## src/rtl/coh_pkg.sv

```systemverilog
package coh_pkg;

  typedef enum logic [1:0] {
    LINE_I = 2'd0,
    LINE_S = 2'd1,
    LINE_M = 2'd2
  } lineSt_e;

  typedef enum logic [2:0] {
    CMD_NONE = 3'd0,
    CMD_RD   = 3'd1,
    CMD_RDX  = 3'd2,
    CMD_UPGR = 3'd3,
    CMD_WB   = 3'd4
  } busCmd_e;

  typedef enum logic [2:0] {
    ST_IDLE,
    ST_LOOK,
    ST_WB,
    ST_BUS,
    ST_DONE
  } ctrlState_e;

  typedef struct packed {
    logic    latchReq;
    logic    localWr;
    logic    localRd;
    logic    wbVictim;
    logic    busGo;
    busCmd_e busCmd;
  } ctrlStrb_t;

endpackage

```

## src/rtl/coh_rr_arbiter.sv

```systemverilog
module coh_rr_arbiter #(
  parameter int N_CORES = 2,
  parameter int CORE_W  = 1
) (
  input  logic               clk,
  input  logic               rst,
  input  logic [N_CORES-1:0] req,
  input  logic               advance,
  output logic               anyReq,
  output logic [CORE_W-1:0]  grant
);

  logic [CORE_W-1:0] prioQ;

  always_comb begin
    anyReq = 1'b0;
    grant  = '0;
    for (int i = 0; i < N_CORES; i++) begin
      int cand;
      cand = int'(prioQ) + i;
      if (cand >= N_CORES) cand = cand - N_CORES;
      if (!anyReq && req[cand]) begin
        anyReq = 1'b1;
        grant  = CORE_W'(cand);
      end
    end
  end

  always_ff @(posedge clk or posedge rst) begin
    if (rst) begin
      prioQ <= '0;
    end else if (advance) begin
      prioQ <= (grant == CORE_W'(N_CORES - 1)) ? '0 : grant + 1'b1;
    end
  end

endmodule

```

## src/rtl/coh_ctrl.sv

```systemverilog
module coh_ctrl
  import coh_pkg::*;
#(
  parameter int N_CORES = 2,
  parameter int CORE_W  = 1
) (
  input  logic               clk,
  input  logic               rst,
  input  logic [N_CORES-1:0] reqValid,
  input  logic               lkHit,
  input  logic               lkLineM,
  input  logic               opWrite,
  output ctrlStrb_t          strb,
  output logic [CORE_W-1:0]  curCore,
  output logic [CORE_W-1:0]  grantNow,
  output logic [N_CORES-1:0] respValid
);

  ctrlState_e        stQ, nextSt;
  logic [CORE_W-1:0] curQ;
  logic [N_CORES-1:0] respQ;
  logic              anyReq;
  logic              finish;

  coh_rr_arbiter #(.N_CORES(N_CORES), .CORE_W(CORE_W)) uArb (
    .clk    (clk),
    .rst    (rst),
    .req    (reqValid),
    .advance(strb.latchReq),
    .anyReq (anyReq),
    .grant  (grantNow)
  );

  always_comb begin
    strb   = '0;
    nextSt = stQ;
    finish = 1'b0;
    case (stQ)
      ST_IDLE: begin
        if (anyReq) begin
          strb.latchReq = 1'b1;
          nextSt        = ST_LOOK;
        end
      end
      ST_LOOK: begin
        if (lkHit && (!opWrite || lkLineM)) begin
          strb.localWr = opWrite;
          strb.localRd = !opWrite;
          finish       = 1'b1;
          nextSt       = ST_DONE;
        end else if (lkLineM && !lkHit) begin
          nextSt = ST_WB;
        end else begin
          nextSt = ST_BUS;
        end
      end
      ST_WB: begin
        strb.wbVictim = 1'b1;
        strb.busCmd   = CMD_WB;
        nextSt        = ST_BUS;
      end
      ST_BUS: begin
        strb.busGo  = 1'b1;
        strb.busCmd = !opWrite ? CMD_RD : (lkHit ? CMD_UPGR : CMD_RDX);
        finish      = 1'b1;
        nextSt      = ST_DONE;
      end
      ST_DONE: nextSt = ST_IDLE;
      default: nextSt = ST_IDLE;
    endcase
  end

  always_ff @(posedge clk or posedge rst) begin
    if (rst) begin
      stQ   <= ST_IDLE;
      curQ  <= '0;
      respQ <= '0;
    end else begin
      stQ <= nextSt;
      if (strb.latchReq) curQ <= grantNow;
      if (finish)             respQ <= N_CORES'(1) << curQ;
      else if (stQ == ST_DONE) respQ <= '0;
    end
  end

  assign curCore   = curQ;
  assign respValid = respQ;

endmodule

```

## src/rtl/coh_datapath.sv

```systemverilog
module coh_datapath
  import coh_pkg::*;
#(
  parameter int N_CORES = 2,
  parameter int CORE_W  = 1,
  parameter int ADDR_W  = 4,
  parameter int DATA_W  = 8,
  parameter int IDX_W   = 2
) (
  input  logic                       clk,
  input  logic                       rst,
  input  ctrlStrb_t                  strb,
  input  logic [CORE_W-1:0]          curCore,
  input  logic [CORE_W-1:0]          grantNow,
  input  logic [N_CORES-1:0]         reqWrite,
  input  logic [N_CORES*ADDR_W-1:0]  reqAddr,
  input  logic [N_CORES*DATA_W-1:0]  reqWData,
  output logic                       lkHit,
  output logic                       lkLineM,
  output logic                       opWrite,
  output logic [DATA_W-1:0]          respWord,
  output logic [ADDR_W-1:0]          busAddr,
  output logic                       busIntervene
);

  localparam int TAG_W     = ADDR_W - IDX_W;
  localparam int LINES     = 1 << IDX_W;
  localparam int MEM_WORDS = 1 << ADDR_W;

  logic [ADDR_W-1:0] opAddr;
  logic [DATA_W-1:0] opData;
  logic [DATA_W-1:0] respQ;
  logic [IDX_W-1:0]  lkIdx;
  logic [TAG_W-1:0]  lkTag;

  lineSt_e           coreSt  [N_CORES];
  logic [TAG_W-1:0]  coreTag [N_CORES];
  logic [DATA_W-1:0] coreDat [N_CORES];
  logic [N_CORES-1:0] coreMatch;

  logic [DATA_W-1:0] memQ [MEM_WORDS];
  logic              ownerHit;
  logic [DATA_W-1:0] ownerData;
  logic [DATA_W-1:0] fillData;
  lineSt_e           curSt;
  logic [TAG_W-1:0]  curTag;
  logic [DATA_W-1:0] curDat;

  assign lkIdx = opAddr[IDX_W-1:0];
  assign lkTag = opAddr[ADDR_W-1:IDX_W];

  // latched request of the granted core
  always_ff @(posedge clk or posedge rst) begin
    if (rst) begin
      opWrite <= 1'b0;
      opAddr  <= '0;
      opData  <= '0;
    end else if (strb.latchReq) begin
      opWrite <= reqWrite[grantNow];
      opAddr  <= reqAddr[int'(grantNow)*ADDR_W +: ADDR_W];
      opData  <= reqWData[int'(grantNow)*DATA_W +: DATA_W];
    end
  end

  // one private cache per core: requester update or snoop reaction
  for (genvar c = 0; c < N_CORES; c++) begin : gCore
    lineSt_e           stQ  [LINES];
    logic [TAG_W-1:0]  tagQ [LINES];
    logic [DATA_W-1:0] datQ [LINES];
    logic              isCur;

    assign isCur        = (curCore == CORE_W'(c));
    assign coreSt[c]    = stQ[lkIdx];
    assign coreTag[c]   = tagQ[lkIdx];
    assign coreDat[c]   = datQ[lkIdx];
    assign coreMatch[c] = (stQ[lkIdx] != LINE_I) && (tagQ[lkIdx] == lkTag);

    always_ff @(posedge clk or posedge rst) begin
      if (rst) begin
        for (int l = 0; l < LINES; l++) begin
          stQ[l]  <= LINE_I;
          tagQ[l] <= '0;
          datQ[l] <= '0;
        end
      end else if (isCur) begin
        if (strb.localWr) begin
          datQ[lkIdx] <= opData;
          stQ[lkIdx]  <= LINE_M;
        end else if (strb.busGo) begin
          tagQ[lkIdx] <= lkTag;
          datQ[lkIdx] <= opWrite ? opData : fillData;
          stQ[lkIdx]  <= opWrite ? LINE_M : LINE_S;
        end
      end else if (strb.busGo && coreMatch[c]) begin
        if (strb.busCmd == CMD_RD) begin
          if (stQ[lkIdx] == LINE_M) stQ[lkIdx] <= LINE_S;
        end else begin
          stQ[lkIdx] <= LINE_I;
        end
      end
    end
  end

  // dirty owner among the other caches
  always_comb begin
    ownerHit  = 1'b0;
    ownerData = '0;
    for (int c = 0; c < N_CORES; c++) begin
      if (CORE_W'(c) != curCore && coreMatch[c] && coreSt[c] == LINE_M) begin
        ownerHit  = 1'b1;
        ownerData = ownerData | coreDat[c];
      end
    end
  end

  assign curSt    = coreSt[curCore];
  assign curTag   = coreTag[curCore];
  assign curDat   = coreDat[curCore];
  assign fillData = ownerHit ? ownerData : memQ[opAddr];
  assign lkHit    = coreMatch[curCore];
  assign lkLineM  = (curSt == LINE_M);

  // backing memory: victim writeback and owner downgrade
  always_ff @(posedge clk or posedge rst) begin
    if (rst) begin
      for (int w = 0; w < MEM_WORDS; w++) memQ[w] <= '0;
    end else if (strb.wbVictim) begin
      memQ[{curTag, lkIdx}] <= curDat;
    end else if (strb.busGo && strb.busCmd == CMD_RD && ownerHit) begin
      memQ[opAddr] <= ownerData;
    end
  end

  always_ff @(posedge clk or posedge rst) begin
    if (rst)                 respQ <= '0;
    else if (strb.localRd)   respQ <= curDat;
    else if (strb.localWr)   respQ <= opData;
    else if (strb.busGo)     respQ <= opWrite ? opData : fillData;
  end

  assign respWord     = respQ;
  assign busAddr      = strb.wbVictim ? {curTag, lkIdx}
                      : (strb.busCmd != CMD_NONE ? opAddr : '0);
  assign busIntervene = strb.busGo && ownerHit &&
                        (strb.busCmd == CMD_RD || strb.busCmd == CMD_RDX);

endmodule

```

## src/rtl/snoopy_coh.sv

```systemverilog
module snoopy_coh
  import coh_pkg::*;
#(
  parameter int N_CORES = 2,
  parameter int ADDR_W  = 4,
  parameter int DATA_W  = 8,
  parameter int IDX_W   = 2
) (
  input  logic                      clk,
  input  logic                      rst,
  input  logic [N_CORES-1:0]        reqValid,
  input  logic [N_CORES-1:0]        reqWrite,
  input  logic [N_CORES*ADDR_W-1:0] reqAddr,
  input  logic [N_CORES*DATA_W-1:0] reqWData,
  output logic [N_CORES-1:0]        respValid,
  output logic [N_CORES*DATA_W-1:0] respData,
  output logic [2:0]                busCmd,
  output logic [ADDR_W-1:0]         busAddr,
  output logic                      busIntervene
);

  localparam int CORE_W = (N_CORES > 1) ? $clog2(N_CORES) : 1;

  ctrlStrb_t         strb;
  logic [CORE_W-1:0] curCore;
  logic [CORE_W-1:0] grantNow;
  logic              lkHit;
  logic              lkLineM;
  logic              opWrite;
  logic [DATA_W-1:0] respWord;

  coh_ctrl #(.N_CORES(N_CORES), .CORE_W(CORE_W)) uCtrl (
    .clk      (clk),
    .rst      (rst),
    .reqValid (reqValid),
    .lkHit    (lkHit),
    .lkLineM  (lkLineM),
    .opWrite  (opWrite),
    .strb     (strb),
    .curCore  (curCore),
    .grantNow (grantNow),
    .respValid(respValid)
  );

  coh_datapath #(
    .N_CORES(N_CORES), .CORE_W(CORE_W), .ADDR_W(ADDR_W),
    .DATA_W(DATA_W), .IDX_W(IDX_W)
  ) uPath (
    .clk         (clk),
    .rst         (rst),
    .strb        (strb),
    .curCore     (curCore),
    .grantNow    (grantNow),
    .reqWrite    (reqWrite),
    .reqAddr     (reqAddr),
    .reqWData    (reqWData),
    .lkHit       (lkHit),
    .lkLineM     (lkLineM),
    .opWrite     (opWrite),
    .respWord    (respWord),
    .busAddr     (busAddr),
    .busIntervene(busIntervene)
  );

  assign respData = {N_CORES{respWord}};
  assign busCmd   = strb.busCmd;

endmodule

```

## config.mk

```make
export PLATFORM = sky130hd
export DESIGN_NAME = snoopy_coh
export DESIGN_NICKNAME = d
export VERILOG_FILES = /design/src/rtl/coh_pkg.sv /design/src/rtl/coh_rr_arbiter.sv /design/src/rtl/coh_ctrl.sv /design/src/rtl/coh_datapath.sv /design/src/rtl/snoopy_coh.sv
export SDC_FILE = /design/constraint.sdc
export NUM_CORES = 1
export LEC_CHECK = 0
export ABC_AREA = 1
export CORE_MARGIN = 3
export CORE_UTILIZATION = 60
export DETAILED_ROUTE_END_ITERATION = 7
export DONT_BUFFER_PORTS = 1
export GPL_TIMING_DRIVEN = 0
export PLACE_DENSITY = 0.77
export REMOVE_ABC_BUFFERS = 1
export SYNTH_ARGS = -nofsm -noshare
export SYNTH_HDL_FRONTEND = slang
export SYNTH_HIERARCHICAL = 1
export SYNTH_SLANG_ARGS = --single-unit
```

## constraint.sdc

```tcl
create_clock -name clk -period 18.99 [get_ports clk]
set_clock_uncertainty 0.1 [all_clocks]
set_input_delay 5.697 -clock clk [delete_from_list [all_inputs] [get_ports clk]]
set_output_delay 5.697 -clock clk [all_outputs]
set_load 0.01 [all_outputs]
```

# Word level (Yosys, flattened, before mapping)
# Index checks and enable logic that the tools add are counted.
# W data, S select, Z words.
[classes]
order_cmp = 13
reduce_logical = 39
n_shift = 3
muxes = 112
eq_ne = 16
bitwise = 20
n_addsub = 4
[op_table]
columns = ["op", "n"]
rows = [
  ["$bwmux W128", 2],
  ["$mux W128", 2],
  ["$mux W8", 31],
  ["$mux W32", 6],
  ["$bwmux W32", 4],
  ["$demux W8 S4", 2],
  ["$lt A32 B3 Y1 const B", 2],
  ["$mux W2", 20],
  ["$bmux W8 S2", 2],
  ["$bmux W8 S4", 1],
  ["$bwmux W8", 4],
  ["$mux W1", 24],
  ["$logic_and A1 B1 Y1", 18],
  ["$and A4 B4 Y4", 4],
  ["$and A8 B8 Y8", 2],
  ["$bmux W2 S2", 4],
  ["$demux W8 S2", 1],
  ["$or A4 B4 Y4", 4],
  ["$shiftx A16 B5 Y8", 1],
  ["$pmux W3 S4", 1],
  ["$reduce_and A3 Y1", 4],
  ["$reduce_bool A2 Y1", 6],
  ["$ge A5 B5 Y1 const B", 2],
  ["$lt A5 B1 Y1 const B", 2],
  ["36 further kinds", 58],
]
[word_totals]
output_inout_bits = 26
elab_cells = 255
input_bits = 30
regBits = 252

# Longest topological paths before layout
# Gate-level depths: netlist (run 1).
[depth]
depth_word = 16
depth_mapped = 26
ltp_nobuf = 23

# Hierarchy
# Netlist (run 1), hierarchy kept.
[by_module_without_submodules]
columns = ["mod", "area_each_um2", "instances", "cells_per_inst"]
rows = [
  ["coh_datapath", 14206.1, 1, 1929],
  ["coh_ctrl", 349.1, 1, 45],
  ["coh_rr_arbiter", 63.8, 1, 10],
  ["snoopy_coh", 60.1, 1, 8],
]

# Worst setup path after synthesis (run 1)
# Ideal clock, no wire load.
[synth_timing]
kind = "register -> output"
startpoint = "reg uCtrl.curQ (netlist: uCtrl/curCore)"
endpoint = "out busIntervene"
n_path_buf = 3
t_arrival_ns = 2.446
path_stages_with_launch = 12
t_required_ns = 13.193
slack_ns = 10.747
path_cell_list = "dfrtp_1 > clkbuf_1 > buf_2 > clkbuf_1 > nand2_1 > nand2_1 > nor2_1 > nor2_1 > nand2_1 > nor2_1 > nand2_4 > o31ai_1"
[synth_via]
elab_chain_len = 8
elab_cells_between_ends = 17
[synth_lines]
columns = ["element", "line_no", "source"]
rows = [
  ["from (decl)", "coh_ctrl.sv:20", "logic [CORE_W-1:0] curQ;"],
  ["from (signal assigned)", "coh_ctrl.sv:80", "if (strb.latchReq) curQ <= grantNow;"],
  ["$mux W1 (not written as such) (*) (2 in a row)", "coh_datapath.sv:120", "assign lkHit = coreMatch[curCore];"],
  ["via lkHit", "snoopy_coh.sv:27", "logic lkHit;"],
  ["$mux W1 (*)", "coh_ctrl.sv:64", "strb.busCmd = !opWrite ? CMD_RD : (lkHit ? CMD_UPGR : CMD_RDX);"],
  ["$mux W3 (*)", "coh_ctrl.sv:64", ""],
  ["$pmux W3 S2 (*)", "coh_ctrl.sv:38", "case (stQ)"],
  ["via busCmd[0]", "snoopy_coh.sv:17", "output logic [2:0] busCmd,"],
  ["$eq A3 B1 Y1 or $eq A3 B2 Y1 (tied branches)", "coh_datapath.sv:145", "(strb.busCmd == CMD_RD || strb.busCmd == CMD_RDX);"],
  ["$logic_or A1 B1 Y1 (*)", "coh_datapath.sv:145", ""],
  ["$logic_and A1 B1 Y1 (*)", "coh_datapath.sv:144", "assign busIntervene = strb.busGo && ownerHit &&"],
  ["to (decl)", "snoopy_coh.sv:19", "output logic busIntervene"],
]
# The timed path passes the listed nets; every way through them passes the cells marked *. The select of a mux whose other input is x is not followed.

# Worst setup path in the final report (run 1)
[layout_timing]
startpoint = "reg uPath.opAddr[0]"
endpoint = "out busIntervene"
[layout_via]
elab_chain_len = 14
elab_cells_between_ends = 37
[layout_lines]
columns = ["element", "line_no", "source"]
rows = [
  ["from (decl)", "coh_datapath.sv:30", "logic [ADDR_W-1:0] opAddr;"],
  ["from (signal assigned)", "coh_datapath.sv:60", "opAddr <= reqAddr[int'(grantNow)*ADDR_W +: ADDR_W];"],
  ["$not A2 Y3 (not written as such) (*)", "coh_datapath.sv:76", "assign coreMatch[c] = (stQ[lkIdx] != LINE_I) && (tagQ[lkIdx] == lkTag);"],
  ["$bmux W2 S2", "coh_datapath.sv:76", ""],
  ["$mux W2 (not written as such) (2 in a row)", "coh_datapath.sv:76", ""],
  ["$eq A2 B2 Y1 or $reduce_bool A2 Y1 (tied branches)", "coh_datapath.sv:76", ""],
  ["$logic_and A1 B1 Y1", "coh_datapath.sv:76", ""],
  ["$mux W1 (not written as such) (*) (2 in a row)", "coh_datapath.sv:120", ""],
  ["via lkHit", "snoopy_coh.sv:27", ""],
  ["$mux W1 (*)", "coh_ctrl.sv:64", ""],
  ["$mux W3 (*)", "coh_ctrl.sv:64", ""],
  ["$pmux W3 S2 (*)", "coh_ctrl.sv:38", ""],
  ["via busCmd[0]", "snoopy_coh.sv:17", ""],
  ["$eq A3 B1 Y1 or $eq A3 B2 Y1 (tied branches)", "coh_datapath.sv:145", ""],
  ["$logic_or A1 B1 Y1 (*)", "coh_datapath.sv:145", ""],
  ["$logic_and A1 B1 Y1 (*)", "coh_datapath.sv:144", ""],
]
# Marked as above.

==> results.rst, run 1 <==
.. list-table::
   :header-rows: 1

   * - Metric
     - Value
   * - List of most frequent post-synthesis cells
     - 711 x nand2_1, 252 x dfrtp_1, 194 x nor2_1, 126 x inv_1, 105 x a21oi_1
   * - Signed area change from the synthesized netlist to the final layout
     - 6.56%
   * - Kind of critical path
     - flop to output port
   * - Core occupancy in the finished layout
     - 0.659
   * - Number of max-cap violations
     - 1
   * - Ratio of total power to cell area
     - 160 nW/um2
   * - Failing checks
     - capacitance limit, slew limit
   * - Final critical delay including setup and external delays
     - between 10,000 and 15,000 ps
   * - Filler instances
     - ~2.0k
   * - Clock buffer depth
     - 3
   * - Overall routed net length
     - around 46 mm
   * - Synth top area share
     - 0.430
   * - Relative slew margins
     - -0.0239
   * - Most area-consuming cells after synthesis
     - dfrtp_1 43%, nand2_1 18%, nor2_1 5.0%
   * - Final count of negative-setup-slack endpoints
     - 0
   * - Post-detailed-route wirelength per cell
     - approximately 20 um
   * - Clock tree from TritonCTS
     - yes
   * - Yosys warns
     - 6
   * - Setup repair after global routing missed its margin
     - no
   * - CTS Root Cell
     - clkbuf_16
   * - Final RePlAce weighted congestion
     - 0.978
   * - Largest area contributor in the netlist
     - dfrtp_1
   * - Reg clk slew, reported paths
     - about 60 ps
   * - Ports placed on the boundary
     - 56
   * - Global-route wire length before repair
     - between 70 and 80 mm
   * - Maximum clock frequency
     - ~94 MHz
   * - Skew-Pair Late Insertion Delay
     - between 500 and 600 ps
   * - Share of cells above drive strength 1
     - 0.104
   * - Residual DRC count
     - 0
   * - Pre-antenna DRT Iters
     - 8
   * - H-tree depth
     - 1
   * - Via count of the first global-routing pass
     - 13.4k
   * - Final Hold Slack
     - between 300 and 400 ps
   * - Final antenna diode count
     - 0
   * - Type of the worst min-delay path
     - flop to flop
   * - Post-layout nets
     - ~2k
   * - Full die area
     - about 26,000 um2
   * - Largest net degree at the start of global routing
     - 97
   * - Initial antenna violation count
     - 0
   * - Number of instances in the synthesized netlist
     - ~2.0k
   * - Inserted Clock Buffers
     - 28
   * - Arrival @ worst endpoint
     - 4790 ps
   * - DR vias
     - 13.9k
   * - Horizontal extent of the die
     - roughly 160 um
   * - Post-CTS resize count
     - 0
   * - Setup TNS
     - 0 ps
   * - Setup slack after placement
     - about 9000 ps
   * - EDFF count, synth
     - 0
   * - Total non-filler cell area in the finished layout
     - 15,600 um2
   * - Setup crit start kind
     - flop
   * - ANT nets after route
     - 0
   * - Placeable Area
     - about 24,000 um2
   * - Max rail drop VDD
     - 0.106 mV
   * - Worst Path Required
     - ~13,000 ps
   * - Most frequently used cell type in the post-synthesis netlist
     - nand2_1
   * - Mean instance size in the synthesized netlist
     - around 7.4 um2
   * - Worst Path Max Fanout
     - 28
   * - Remaining Overflow, GRT
     - 0
   * - Hold buffer count at cts
     - 0
   * - Clk sinks
     - about 250
   * - Gr usage total
     - 0.354
   * - FF+latch area
     - about 6300 um2
   * - Area of the multi-input gates
     - approximately 7200 um2
   * - Post-detailed-route via-to-cell ratio
     - a little over 6
   * - Distinct cells, synth
     - 43
   * - Outcome
     - finished, violations left
   * - Total number of placement rows
     - 56
   * - Post CTS Setup Buffer Count
     - 0
   * - Number of input and output port buffers inserted
     - 0
   * - Async set or reset register ratio after synthesis
     - 1.00
   * - Netlist area before placement
     - between 10,000 and 15,000 um2
   * - Crit. End Element
     - output port
   * - Final critical-path share of the clock period
     - 0.557
   * - Starting Density
     - 0.618
   * - Final HPWL DP
     - slightly above 30 mm
   * - P_leak
     - 0.00746 uW
   * - Slew at the pin with the worst max-slew slack
     - between 1500 and 2000 ps
   * - Pins Over Slew Limit
     - 12
   * - Vertical extent of the die
     - ~160 um
   * - Sequential share of the synthesized area
     - 0.430
   * - Total placed instance area
     - between 10,000 and 15,000 um2
   * - Post-synthesis sequential element count
     - between 200 and 300
   * - Final Hold Fails
     - 0
   * - Worst-case setup margin in the final layout
     - roughly 8400 ps
   * - Top_reg_cell synth
     - dfrtp_1
   * - Initial DRC count
     - ~1.7k
-- power breakdown --
part / switching (uW) / total [uW] / internal [uW]
sequential: 118 / 789 / 671
clock: 226 / 584 / 358
combinational: 861 / 1130 / 271
total: 1210 / 2510 / 1300
-- layout by cell type (no fill, tap or decap), types with 4 or more instances in the layout --
cell type and instances:
a31o_2 4, o21ai_0 70, o21ai_2 51, nand3_2 5, dfrtp_1 251, o21ai_4 7, nand2_4 9, o21ai_1 33
nor2_1 192, o21bai_1 8, nand3_1 84, nor3_1 4, a22oi_1 65, nor2_4 6, o22ai_1 38, or2_2 18
clkinv_1 4, clkbuf_16 28, nand4_1 30, a21boi_1 12, clkbuf_1 5, inv_2 16, o31ai_1 6, nand2_2 11
nand2_1 711, nor2_2 10, a21oi_1 105, inv_1 125, bufinv_16 5, clkbuf_8 5
-- per-stage QoR --
stage | power (uW) | cells
final | 2510 | 2273
after global routing | 2630 | 2273
after CTS | 2460 | 2273
after detailed placement | 1870 | 2223
after global placement | 1810 | 2215
after floorplan | 1460 | 1896
-- cell families after synthesis --
logic type,Yosys count,share of synthesized area
mux,2,0.00136
flops,252,0.430
compound gates,409,0.180
simple gates,1086,0.310
buf+inv,243,0.0796
-- sequential cells by signal (all words and copies together), names as in the netlist, 2 cells and up, named ones only --
signal,count
uPath/opData,8
uPath/opAddr,4
uCtrl/respValid,2
uPath/memQ,128
uPath/respWord,8
uPath/gCore.tagQ,16
uCtrl/stQ,3
uPath/gCore.datQ,64
uPath/gCore.stQ,8
-- routing by layer --
layer / vias up / track usage / wire (um)
met5: - / 0 / 0
met4: 0 / 0.151 / 2310
met3: 167 / 0.0799 / 5090
met2: 813 / 0.527 / 20000
met1: 6515 / 0.501 / 19000
li1: 6379 / - / -
-- cell type report --
cell class / count / area share
multi-input combinational: 1497 / 0.462
sequential: 252 / 0.403
clock buffer: 38 / 0.0504
inverter: 147 / 0.0359
tap: 319 / 0.0255
clock inverter: 12 / 0.0130
timing repair buffer: 8 / 0.00968
-- final timing paths --
check | from | to | slack (ps) | cells past startpoint
setup / recovery | uPath/opAddr[0] | busIntervene | 8400 | 16
hold / removal | uPath/memQ[31] | uPath/memQ[31] | 370 | 2
setup reg to reg | uPath/opAddr[0] | uPath/gCore[1].datQ[6] | 12890 | 21
hold reg to reg | uPath/memQ[31] | uPath/memQ[31] | 370 | 2
max in group asynchronous | rst | uPath/memQ[121] | 12970 | 2
min in group asynchronous | rst | async pin | 4750 | 1
-- critical path, stage by stage, from the launching register on --
cell,delay (ps)
dfrtp_1,1210
inv_4,260
nand2_1,140
nand2_1,70
nand2_1,120
nand2_1,110
nand2_1,70
nand2_1,90
nor3_1,290
nand2_1,110
nand2_1,180
nor2_1,70
nor2_1,290
nand2_1,270
nor2_1,520
nand2_4,230
o31ai_1,190
Note: power is estimated with default switching activity, not from simulation.
==> run 2: changes to the inputs <==
--- a/config.mk
+++ b/config.mk
@@ -7,7 +7,7 @@
 export LEC_CHECK = 0
 export ABC_AREA = 1
 export CORE_MARGIN = 3
-export CORE_UTILIZATION = 60
+export CORE_UTILIZATION = 58
 export DETAILED_ROUTE_END_ITERATION = 7
 export DONT_BUFFER_PORTS = 1
 export GPL_TIMING_DRIVEN = 0
==> constraint.sdc (replaced) <==
create_clock -name clk -period 9 [get_ports clk]
set_clock_uncertainty 0.1 [all_clocks]
set_input_delay 2.7 -clock clk [delete_from_list [all_inputs] [get_ports clk]]
set_output_delay 2.7 -clock clk [all_outputs]
set_load 0.01 [all_outputs]
==> results.rst, run 2 (synthesis gave the netlist of run 1 again) <==
.. list-table::
   :header-rows: 1

   * - Metric
     - Value
   * - Highest-delay cell along the critical path
     - dfrtp_1
   * - Most common cell after layout, fill and taps aside
     - nand2_1
   * - Kind of critical path
     - flop to output port
   * - Post-detailed-route via-to-cell ratio
     - 6.06 (-0.67%)
   * - Relative slew margins
     - 0.0232 (+0.0471)
   * - ANT nets after route
     - 0 (unchanged)
   * - Routed length on met2
     - 19.9 mm (-0.37%)
   * - Slowest cell delay on critical path
     - 1220 ps (about the same)
   * - Number of input and output port buffers inserted
     - 0 (unchanged)
   * - Share of cells above drive strength 1
     - 0.106 (+0.00132)
   * - Final Hold Fails
     - 0 (unchanged)
   * - Setup crit start
     - uPath/opAddr[0]
   * - Remaining Overflow, GRT
     - 0 (unchanged)
   * - DR vias
     - 13.8k (-0.28%)
   * - Top library cells by usage in the layout, fill and taps aside
     - 711 x nand2_1, 251 x dfrtp_1, 193 x nor2_1, 125 x inv_1, 105 x a21oi_1
   * - Placeable Area
     - 24,600 um2 (+3.6%)
   * - Overall routed net length
     - 45.5 mm (-2.0%)
   * - Initial DRC count
     - 1,925 (+14%)
   * - Routed metal-1 wirelength
     - 18.7 mm (-1.6%)
   * - Setup repair after global routing missed its margin
     - no
   * - Starting Density
     - 0.597 (-0.0214)
   * - Largest register by flop count
     - uPath/memQ
   * - Inserted Clock Buffers
     - 28 (unchanged)
   * - Ports placed on the boundary
     - 56 (unchanged)
   * - Top routing layer used
     - met4
   * - Amount of wire on met3 after detailed routing
     - 4.92 mm (-3.5%)
   * - Largest registers in the final layout
     - uPath/memQ (128), uPath/gCore.datQ (64), uPath/gCore.tagQ (16)
   * - Max reg flops
     - 128 (unchanged)
   * - Via count of the first global-routing pass
     - 13.0k (-3.1%)
   * - Clock buffer depth
     - 3 (unchanged)
   * - Vertical extent of the die
     - 165 um (+1.6%)
   * - Post-layout nets
     - 1,966 (+0.10%)
   * - Reg-to-reg setup timing slack
     - 3120 ps (-9770 ps)
   * - Post-detailed-route wirelength per cell
     - 19.9 um (-2.4%)
   * - R2R Path End
     - uPath/gCore[1].datQ[9]
   * - Crit path cell chain
     - inv_4 -> nand2_1 -> nand2_1 -> nand2_1 -> nand2_1 -> nand2_1 -> nand2_1 -> nor3_1 -> nand2_1 -> nand2_1 -> nor2_1 -> nor2_1 -> nand2_1 -> nor2_1 -> nand2_4 -> o31ai_1
   * - Initial antenna violation count
     - 0 (unchanged)
   * - Reg clk slew, reported paths
     - 60 ps (about the same)
   * - Type of the worst min-delay path
     - flop to flop
   * - Worst Path Max Fanout
     - 28 (unchanged)
   * - Final RePlAce weighted congestion
     - 1.00 (+2.3%)
   * - FF+latch area
     - 6310 um2 (unchanged)
   * - Slew at the pin with the worst max-slew slack
     - 1460 ps (-65.8 ps)
   * - Ratio of total power to cell area
     - 337 nW/um2 (+110%)
   * - Pins Over Slew Limit
     - 0 (-12)
   * - Final antenna diode count
     - 0 (unchanged)
   * - Max rail drop VDD
     - 0.241 mV (+130%)
   * - Clk sinks
     - 252 (unchanged)
   * - H-tree depth
     - 1 (unchanged)
   * - Crit path capture
     - busIntervene
   * - Worst Path Required
     - 6200 ps (-6990 ps)
   * - Critical R2R Launch
     - uPath/opAddr[0]
   * - Global-route wire length before repair
     - 71.4 mm (-3.0%)
   * - Signed area change from the synthesized netlist to the final layout
     - 6.73%
   * - Residual DRC count
     - 0 (unchanged)
   * - Final critical delay including setup and external delays
     - between 7000 and 8000 ps
   * - Area of the multi-input gates
     - 7230 um2 (about the same)
   * - Crit. End Element
     - output port
   * - Register-to-Register Path Depth
     - 20 (-4.8%)
   * - Number of max-cap violations
     - 0 (-1)
   * - Final HPWL DP
     - 30.4 mm (-1.4%)
   * - Horizontal extent of the die
     - 165 um (+1.6%)
   * - Total power draw
     - 5280 uW (+110%)
   * - Setup crit start kind
     - flop
   * - Pre-antenna DRT Iters
     - 6 (-2)
   * - Clock tree from TritonCTS
     - yes
   * - P_leak
     - 0.00748 uW (+0.30%)
   * - Hold buffer count at cts
     - 0 (unchanged)
   * - Final Hold Slack
     - 370 ps (-4.45 ps)
   * - Maximum clock frequency
     - approximately 130 MHz
   * - Filler instances
     - 2,182 (+7.4%)
   * - Final critical-path share of the clock period
     - 0.834
   * - Gr usage total
     - 0.337 (-0.0173)
   * - Post CTS Setup Buffer Count
     - 0 (unchanged)
   * - CTS Root Cell
     - clkbuf_16
   * - Skew-Pair Late Insertion Delay
     - 550 ps (about the same)
   * - Full die area
     - 27,300 um2 (+3.3%)
   * - Largest net degree at the start of global routing
     - 111 (+14%)
   * - Arrival @ worst endpoint
     - 4700 ps (-90 ps)
   * - Cell type with the highest occurrence count on the critical path
     - nand2_1
   * - Post-CTS resize count
     - 0 (unchanged)
   * - Final count of negative-setup-slack endpoints
     - 0 (unchanged)
   * - Total number of placement rows
     - 57 (+1.8%)
   * - Outcome
     - finished clean
[run 2: how the worst min path moves through the flow]
stage                               start              end  slack [ps]  depth (start not counted)
after floorplan           uPath/memQ[126]  uPath/memQ[126]         340                          2
after global placement    uPath/memQ[126]  uPath/memQ[126]         360                          2
after detailed placement  uPath/memQ[126]  uPath/memQ[126]         360                          2
after CTS                 uPath/memQ[126]  uPath/memQ[126]         370                          2
after global routing       uPath/memQ[14]   uPath/memQ[14]         400                          2
final                      uPath/memQ[31]   uPath/memQ[31]         370                          2
[run 2: routing by layer]
metal  track usage  up-vias
met5             0        -
met4         0.138        0
met3        0.0599      149
met2         0.511      815
met1         0.479     6481
li1              -     6390
[run 2: layout make-up]
cell class | count | area share
Sequential cell | 252 | 0.403
Timing Repair Buffer | 10 | 0.0111
Inverter | 147 | 0.0359
Clock inverter | 12 | 0.0105
Multi-Input combinational cell | 1497 | 0.461
Clock buffer | 40 | 0.0528
Tap cell | 324 | 0.0259
[run 2: worst max-delay path, delay by kind of cell (launching register included)]
| kind | cells | cell delay, ps |
|---|---|---|
| simple gates | 14 | 2420 |
| flops | 1 | 1220 |
| buf+inv | 1 | 280 |
| compound gates | 1 | 200 |
[run 2: metrics by stage]
stage | cell area [um2] | util | cells | setup slack (ps) | TNS, ps
after global routing | 15700 | 0.637 | 2282 | 1270 | 0
after CTS | 15700 | 0.636 | 2282 | 1560 | 0
after global placement | 14500 | 0.588 | 2220 | -3220 | -784700
after floorplan | 14100 | - | 1896 | -530 | -129820
after detailed placement | 14700 | 0.596 | 2230 | 2170 | 0
final | 15700 | 0.637 | 2282 | 1500 | 0
[run 2: report_power, final]
part / total [uW] / internal (uW) / switching, uW
clock: 1230 / 751 / 480
combinational: 2380 / 584 / 1800
sequential: 1670 / 1420 / 251
